## config.mk

```make
export PLATFORM = sky130hd
export DESIGN_NAME = seg_line_loader
export DESIGN_NICKNAME = d
export VERILOG_FILES = /design/src/rtl/seg_loader_pkg.sv /design/src/rtl/seg_byte_pack.sv /design/src/rtl/seg_group_seq.sv /design/src/rtl/seg_stage_buf.sv /design/src/rtl/seg_line_loader.sv
export SDC_FILE = /design/constraint.sdc
export NUM_CORES = 1
export LEC_CHECK = 0
export CAP_MARGIN = 40
export CORE_ASPECT_RATIO = 1.4
export CORE_MARGIN = 2
export CORE_UTILIZATION = 60
export CTS_CLUSTER_DIAMETER = 100
export DETAILED_ROUTE_END_ITERATION = 12
export DONT_BUFFER_PORTS = 1
export PLACE_DENSITY = 0.77
export SYNTH_ARGS = -nofsm -noshare
export SYNTH_HDL_FRONTEND = slang
export SYNTH_HIERARCHICAL = 1
export SYNTH_SLANG_ARGS = --single-unit
export TNS_END_PERCENT = 100
```

## constraint.sdc

```tcl
create_clock -name clk -period 4.7 [get_ports clk]
set_input_delay 0.47 -clock clk [delete_from_list [all_inputs] [get_ports clk]]
set_output_delay 0.47 -clock clk [all_outputs]
set_load 0.02 [all_outputs]
```

## src/rtl/seg_loader_pkg.sv

```systemverilog
package seg_loader_pkg;
    typedef enum logic [1:0] {
        ST_IDLE = 2'd0,
        ST_LOAD = 2'd1,
        ST_DONE = 2'd2
    } ld_state_t;
endpackage

```

## src/rtl/seg_byte_pack.sv

```systemverilog
module seg_byte_pack #(
    parameter int WORD_W = 8
) (
    input  logic              clk,
    input  logic              rst_n,
    input  logic              clear,
    input  logic              accept,
    input  logic              wide,
    input  logic [WORD_W-1:0] din,
    output logic              word_valid,
    output logic [WORD_W-1:0] word
);
    localparam int NIB_W = WORD_W / 2;

    logic             half_q;
    logic [NIB_W-1:0] hold_q;

    always_ff @(posedge clk or negedge rst_n) begin
        if (!rst_n) begin
            half_q <= 1'b0;
            hold_q <= '0;
        end else if (clear || wide) begin
            half_q <= 1'b0;
        end else if (accept) begin
            half_q <= !half_q;
            if (!half_q) hold_q <= din[NIB_W-1:0];
        end
    end

    always_comb begin
        word_valid = accept && (wide || half_q);
        word       = wide ? din : {hold_q, din[NIB_W-1:0]};
    end
endmodule

```

## src/rtl/seg_group_seq.sv

```systemverilog
module seg_group_seq #(
    parameter int GROUPS = 20
) (
    input  logic              clk,
    input  logic              rst_n,
    input  logic              clear,
    input  logic              advance,
    input  logic              dir_rev,
    output logic [GROUPS-1:0] grp_sel,
    output logic              last
);
    localparam int CW = $clog2(GROUPS);
    localparam logic [CW-1:0] LAST_IDX = CW'(GROUPS - 1);

    logic [CW-1:0] cnt_q;

    always_ff @(posedge clk or negedge rst_n) begin
        if (!rst_n)           cnt_q <= '0;
        else if (clear)       cnt_q <= '0;
        else if (advance)     cnt_q <= (cnt_q == LAST_IDX) ? '0 : cnt_q + 1'b1;
    end

    for (genvar g = 0; g < GROUPS; g++) begin : g_sel
        localparam logic [CW-1:0] FWD = CW'(g);
        localparam logic [CW-1:0] REV = CW'(GROUPS - 1 - g);
        assign grp_sel[g] = (dir_rev ? REV : FWD) == cnt_q;
    end

    assign last = (cnt_q == LAST_IDX);
endmodule

```

## src/rtl/seg_stage_buf.sv

```systemverilog
module seg_stage_buf #(
    parameter int GROUPS = 20,
    parameter int WORD_W = 8
) (
    input  logic                     clk,
    input  logic                     rst_n,
    input  logic                     we,
    input  logic [GROUPS-1:0]        grp_sel,
    input  logic [WORD_W-1:0]        word,
    output logic [GROUPS*WORD_W-1:0] line_buf
);
    for (genvar g = 0; g < GROUPS; g++) begin : g_grp
        always_ff @(posedge clk or negedge rst_n) begin
            if (!rst_n)                  line_buf[g*WORD_W +: WORD_W] <= '0;
            else if (we && grp_sel[g])   line_buf[g*WORD_W +: WORD_W] <= word;
        end
    end
endmodule

```

## src/rtl/seg_line_loader.sv

```systemverilog
module seg_line_loader
    import seg_loader_pkg::*;
#(
    parameter int GROUPS = 20,
    parameter int WORD_W = 8,
    localparam int LINE_W = GROUPS * WORD_W
) (
    input  logic              clk,
    input  logic              rst_n,
    input  logic              lp,
    input  logic              xck_en,
    input  logic [WORD_W-1:0] din,
    input  logic              wide_mode,
    input  logic              dir_rev,
    input  logic              enable_in_n,
    output logic              enable_out_n,
    output logic              line_done,
    output logic [LINE_W-1:0] line_buf
);
    ld_state_t         st_q, st_d;
    logic              accept, word_valid, last, fill_end;
    logic [WORD_W-1:0] word;
    logic [GROUPS-1:0] grp_sel;

    assign accept   = xck_en && (st_q == ST_LOAD) && !lp;
    assign fill_end = word_valid && last;

    seg_byte_pack #(.WORD_W(WORD_W)) u_pack (
        .clk(clk), .rst_n(rst_n), .clear(lp), .accept(accept),
        .wide(wide_mode), .din(din), .word_valid(word_valid), .word(word)
    );

    seg_group_seq #(.GROUPS(GROUPS)) u_seq (
        .clk(clk), .rst_n(rst_n), .clear(lp), .advance(word_valid),
        .dir_rev(dir_rev), .grp_sel(grp_sel), .last(last)
    );

    seg_stage_buf #(.GROUPS(GROUPS), .WORD_W(WORD_W)) u_buf (
        .clk(clk), .rst_n(rst_n), .we(word_valid), .grp_sel(grp_sel),
        .word(word), .line_buf(line_buf)
    );

    always_comb begin
        st_d = st_q;
        if (lp) begin
            st_d = ST_IDLE;
        end else begin
            unique case (st_q)
                ST_IDLE: if (!enable_in_n) st_d = ST_LOAD;
                ST_LOAD: if (fill_end)     st_d = ST_DONE;
                ST_DONE: st_d = ST_DONE;
                default: st_d = ST_IDLE;
            endcase
        end
    end

    always_ff @(posedge clk or negedge rst_n) begin
        if (!rst_n) st_q <= ST_IDLE;
        else        st_q <= st_d;
    end

    always_ff @(posedge clk or negedge rst_n) begin
        if (!rst_n) begin
            enable_out_n <= 1'b1;
            line_done    <= 1'b0;
        end else begin
            enable_out_n <= !fill_end;
            if (lp)            line_done <= 1'b0;
            else if (fill_end) line_done <= 1'b1;
        end
    end
endmodule

```

==> run_results.csv, run 1 <==
group,metric,value,unit
pwr,pwr_density_cell,426,nW/µm²
clock_tree,root_buffer,"clkbuf_16",
clock_tree,htreeDepth,4,
global_routing,busiest_layer,"met2",
clock_tree,clk_latency,0.42,ns
clock_tree,path_clk_slew,0.07,ns
final_layout,final_common_cell,"dfrtp_1",
clock_tree,post_cts_resized,0,
clock_tree,postCtsSetupBuffers,0,
sta,skew,0.00750,ns
routing,drt-pass1-iter-count,4,
critical_path,crit_type,"flop to flop",
job,cap_violations,0,
yosys,ys_types,35,
placement,place_congestion,0.825,
worst_hold_path,hp-class,"primary input to async pin",
placement,portBuffers,0,
die,die_y,134,µm
global_routing,globalRouteMet1Util,29.5,%
pwr,p_total,3.34,mW
die,num_io_pins,177,
yosys,syn_area_per_cell,14.5,µm²
final_layout,layout_common_cells,"173 x dfrtp_1, 168 x mux2_2, 21 x nand2_2, 20 x nor2_1, 17 x clkbuf_16",
die,die_area,12900,µm²
placement,hpwl,10.0,mm
yosys,ys_seq_area_share,60.5,%
yosys,synthFlopType,"dfrtp_1",
clock_tree,cts_tree,"done",
sta,worst_slew_pin_slew,0.899,ns
sta,rsz0062_at_grt,"no",
critical_path,slowest_stage,"o21a_1",
die,fp.coreArea,11800,µm²
final_layout,drive_above_1_share,45.9,%
routing,drcViolationCount,0,
sta,setup_tns,0,ns
critical_path,path_max_fanout,15,
critical_path,cp_data_arrival_time,2.81,ns
routing,vias_per_cell,6.10,
pwr,p_leak,3.95,nW
sta,post-route-period-util,52.6,%
routing,drt-total-wl,15.4,mm
final_layout,fin_nets,509,
clock_tree,clk_path_buf_depth,2,
global_routing,grt_use_met2,41.4,%
die,rows,47,
critical_path,required,5.03,ns
yosys,netlist_area,7200,µm²
yosys,syn-instance-count,496,
global_routing,grt_pass1_vias,4258,
sta,setup_viol,0,
yosys,synth_edf_count,0,
final_layout,instances_no_fill,650,
sta,fmax,404,MHz
placement,dp.cells,617,
global_routing,grtUsageTotal,24.8,%
routing,vias,3966,
critical_path,cpMostUsedCell,"nand2_1",
global_routing,use_met3,8.82,%
global_routing,grt_max_degree,175,
sta,fin_crit,2.47,ns
sta,hold_violations,0,
critical_path,slowest_delay,0.65,ns
clock_tree,clock_sinks,174,
final_layout,post-route-util,66.8,%
routing,drtIter0Drc,229,
final_layout,antenna_cells,0,
final_layout,fillers,835,
global_routing,overflow,0,
final_layout,syn_to_final_growth,9.13,%
critical_path,crit_chain,"inv_1 -> ha_1 -> nand2_1 -> nor2_1 -> o21a_1 -> buf_8 -> nand2_1 -> a211o_1 -> a21oi_1",
critical_path,end_kind,"flop",
yosys,yosysWarnings,6,
routing,wl_per_cell,23.7,µm
global_routing,grt_antenna_before_repair,0,
global_routing,grt_first_pass_wirelength,23.8,mm
die,initial_utilization,61.2,%
sta,max_slew_margin,40.1,%
clock_tree,cts_hold_buf,1,
yosys,synthArstFlopShare,100,%
sta,finalMaxSlewViolations,0,
critical_path,start_kind,"flop",
yosys,synth_fp_nets,515,
routing,ant_nets,0,
yosys,synth_seq_cells,174,
sta,whs,0.0264,ns
clock_tree,cts_buffers,17,
pwr,peakVddDrop,267,µV
outcome,outcome,"finished clean",
die,die_w,96.6,µm
critical_path,rrSetupSlack,2.23,ns
-- cell families (layout without fill, tap and decap cells) --
kind of cell / count (synthesis) / count (layout) / synth area share [%]
flops: 174 / 174 / 60.5
mux: 173 / 173 / 27.0
simple gates: 83 / 83 / 6.42
buf+inv: 33 / 40 / 2.42
compound gates: 27 / 27 / 2.73
fa+ha+maj: 4 / 4 / 0.695
xor+xnor: 2 / 2 / 0.243
-- area by class of cell --
| cell class | instances | area [µm²] | area share [%] |
|---|---|---|---|
| inverters | 4 | 15.0 | 0.191 |
| clock buffers | 20 | 447 | 5.69 |
| flip-flops and latches | 174 | 4360 | 55.5 |
| multi-input cells | 289 | 2670 | 34.0 |
| clock inverters | 12 | 128 | 1.62 |
| repair buffers | 4 | 57.6 | 0.733 |
| well taps | 147 | 184 | 2.34 |
-- synth_stat cells (4+ instances only) --
cell type	number	share of area, %
mux2i_1	5	0.70
nand2_2	21	1.8
buf_6	4	0.63
nor2b_1	5	0.43
clkbuf_1	17	0.89
buf_2	4	0.28
a21oi_1	12	0.83
nand2_1	15	0.78
nand2b_1	7	0.61
dfrtp_1	173	60
buf_4	4	0.42
nor2_1	20	1.0
a22oi_1	10	1.0
mux2_2	168	26
ha_1	4	0.70
-- per-layer routing --
metal / vias up / wire length [µm]
li1: 1721 / -
met1: 2078 / 5910
met2: 146 / 7900
met3: 21 / 1350
met4: 0 / 249
met5: - / 0
-- worst paths after layout --
path	to	cells past startpoint	startpoint
max in group asynchronous	u_buf/line_buf[124]	1	rst_n
worst min-delay path	u_buf/line_buf[152]	1	rst_n
min in group clk	u_seq/cnt_q[1]	1	lp
worst max register to register	u_seq/cnt_q[2]	9	st_q[1]
worst min register to register	u_pack/hold_q[0]	1	u_pack/hold_q[0]
worst max-delay path	u_seq/cnt_q[2]	9	st_q[1]
-- registers in the layout (all words and copies together), names as in the netlist --
register,flops
enable_out_n,1
u_seq/cnt_q,5
u_pack/half_q,1
st_q,2
line_done,1
u_pack/hold_q,4
u_buf/line_buf,160
-- per-stage QoR --
| step | cell area, µm² | worst slack (ns) |
|---|---|---|
| floorplan | 7200 | 2.79 |
| CTS | 7850 | 2.20 |
| global placement | 7240 | 1.88 |
| global route | 7850 | 2.00 |
| finish | 7850 | 2.23 |
| detailed placement | 7250 | 2.23 |
-- where the power goes --
part	leakage (nW)	internal, mW	switching, mW	total, mW
registers	2.41	1.58	0.134	1.71
logic	1.27	0.107	0.167	0.274
clock network	0.272	0.760	0.597	1.36
total	3.95	2.44	0.898	3.34
-- critical path: cells and delay by family (launching register included) --
family,cells,cell delay (ns)
flip-flops,1,0.38
AND/OR/NAND/NOR,3,0.38
adder cells (fa/ha/maj),1,0.21
buffers and inverters,2,0.34
AO/OA/AOI/OAI,3,1.07
(Power assumes the default switching activity.)
==> run 2, diff against run 1 <==
Clock period 4.7 ns to 2.3 ns, I/O delays scaled along.
==> run_results.csv, run 2 (synthesis gave the netlist of run 1 again) <==
group,metric,value,unit
outcome,outcome,"complete, but fails checks",
outcome,violations,"negative hold slack",
final_layout,syn_to_final_growth,10.4,%
clock_tree,cts_tree,"done",
routing,drtIter0Drc,223,
pwr,switching_power,1.80,mW
clock_tree,htreeDepth,4,
die,num_io_pins,177,
die,rows,47,
clock_tree,root_buffer,"clkbuf_16",
clock_tree,cts_hold_buf,6,
global_routing,grt_antenna_before_repair,0,
pwr,p_leak,3.99,nW
final_layout,fin_nets,515,
placement,hpwl,10.0,mm
routing,wl_per_cell,23.8,µm
placement,dp.cells,615,
routing,drt-total-wl,15.6,mm
critical_path,cp_data_arrival_time,2.38,ns
critical_path,reg2regPathDepth,5,
critical_path,rrSetupSlack,0.22,ns
global_routing,grt_max_degree,175,
sta,rsz0062_at_grt,"no",
global_routing,grt_first_pass_wirelength,24.0,mm
sta,whs,-0.490,ns
sta,skew,0.00874,ns
routing,vias_per_cell,6.03,
job,cap_violations,0,
clock_tree,path_clk_slew,0.07,ns
final_layout,reg_top3,"u_buf/line_buf x160, u_seq/cnt_q x5, u_pack/hold_q x4",
die,die_w,96.6,µm
worst_hold_path,hp-class,"primary input to async pin",
global_routing,overflow,0,
clock_tree,post_cts_resized,0,
critical_path,path_max_fanout,10,
critical_path,required,2.60,ns
placement,portBuffers,0,
sta,worst_slew_pin_slew,0.926,ns
sta,post-route-period-util,90.4,%
global_routing,grtUsageTotal,25.2,%
clock_tree,cts_buffers,17,
final_layout,layout_common_cells,"173 x dfrtp_1, 168 x mux2_2, 21 x nand2_2, 20 x nor2_1, 17 x clkbuf_16",
routing,vias,3951,
clock_tree,clk_latency,0.42,ns
routing,drt-pass1-iter-count,4,
final_layout,regMostFlops,"u_buf/line_buf",
final_layout,final_common_cell,"dfrtp_1",
die,initial_utilization,61.2,%
final_layout,antenna_cells,0,
sta,setup_tns,0,ns
routing,drcViolationCount,0,
pwr,pwr_density_cell,878,nW/µm²
global_routing,grt_pass1_vias,4250,
pwr,combPwrFrac,7.8,%
clock_tree,clk_path_buf_depth,2,
routing,ant_nets,0,
clock_tree,clock_sinks,174,
pwr,pwr-share-seq,50.0,%
die,die_area,12900,µm²
placement,place_congestion,0.846,
die,die_y,134,µm
critical_path,regToRegStartpoint,"u_seq/cnt_q[1]",
sta,max_slew_margin,38.0,%
sta,fin_crit,2.08,ns
pwr,clockPowerShare,42.1,%
sta,fmax,481,MHz
final_layout,drive_above_1_share,45.5,%
pwr,power_switching_share,25.8,%
critical_path,end_kind,"flop",
final_layout,instances_no_fill,655,
pwr,peakVddDrop,534,µV
clock_tree,postCtsSetupBuffers,0,
pwr,intPower,5.18,mW
critical_path,reg2reg_to,"u_buf/line_buf[156]",
sta,finalMaxSlewViolations,0,
critical_path,crit_type,"flop to flop",
critical_path,start_kind,"flop",
final_layout,largest_reg_flops,160,
sta,hold_violations,174,
die,fp.coreArea,11800,µm²
sta,setup_viol,0,
## run 2: cell type report
cell class | instances | area [µm²]
flip-flops and latches | 174 | 4360
fillers | 833 | 3820
multi-input cells | 289 | 2670
clock buffers | 18 | 429
well taps | 147 | 184
clock inverters | 13 | 175
repair buffers | 10 | 118
inverters | 4 | 15.0
## run 2: routing by layer
metal | track usage [%] | routed length, µm | vias to the layer above
li1 | - | - | 1730
met1 | 29.6 | 5800 | 2043
met2 | 42.4 | 8190 | 155
met3 | 9.28 | 1360 | 23
met4 | 7.90 | 263 | 0
met5 | 0 | 0 | -
## run 2: metrics by stage
stage | power (mW) | instance area [µm²] | util (%) | setup WS [ns]
2_1_floorplan | 3.91 | 7200 | - | 0.388
3_3_place_gp | 4.01 | 7240 | 61.6 | 0.329
3_5_place_dp | 4.05 | 7240 | 61.6 | 0.255
4_1_cts | 7.04 | 7910 | 67.2 | 0.244
5_1_grt | 7.23 | 7940 | 67.5 | 0.0742
6_report | 6.98 | 7940 | 67.5 | 0.220
## run 2: power by group through the flow
| stage | clock (mW) | combinational, mW | sequential, mW |
|---|---|---|---|
| final | 2.94 | 0.545 | 3.49 |
| after global routing | 3.12 | 0.597 | 3.51 |
| after CTS | 3.00 | 0.548 | 3.49 |
| after detailed placement | 0 | 0.506 | 3.55 |
| after global placement | 0 | 0.475 | 3.54 |
| after floorplan | 0 | 0.415 | 3.50 |
## run 2: critical path, stage by stage, from the launching register on
cell and delay, ns:
dfrtp_1 0.47, nor2b_1 0.59, nand2_1 0.13, a21oi_1 0.25, nand2_2 0.21, mux2_2 0.32
## run 2: worst max path at each step
| stage | from | end | slack, ns |
|---|---|---|---|
| floorplan | st_q[1] | u_buf/line_buf[16] | 0.39 |
| global placement | st_q[1] | u_buf/line_buf[131] | 0.33 |
| detailed placement | st_q[1] | u_buf/line_buf[135] | 0.25 |
| CTS | st_q[1] | u_buf/line_buf[135] | 0.24 |
| global route | st_q[1] | u_seq/cnt_q[2] | 0.07 |
| finish | u_seq/cnt_q[1] | u_buf/line_buf[156] | 0.22 |
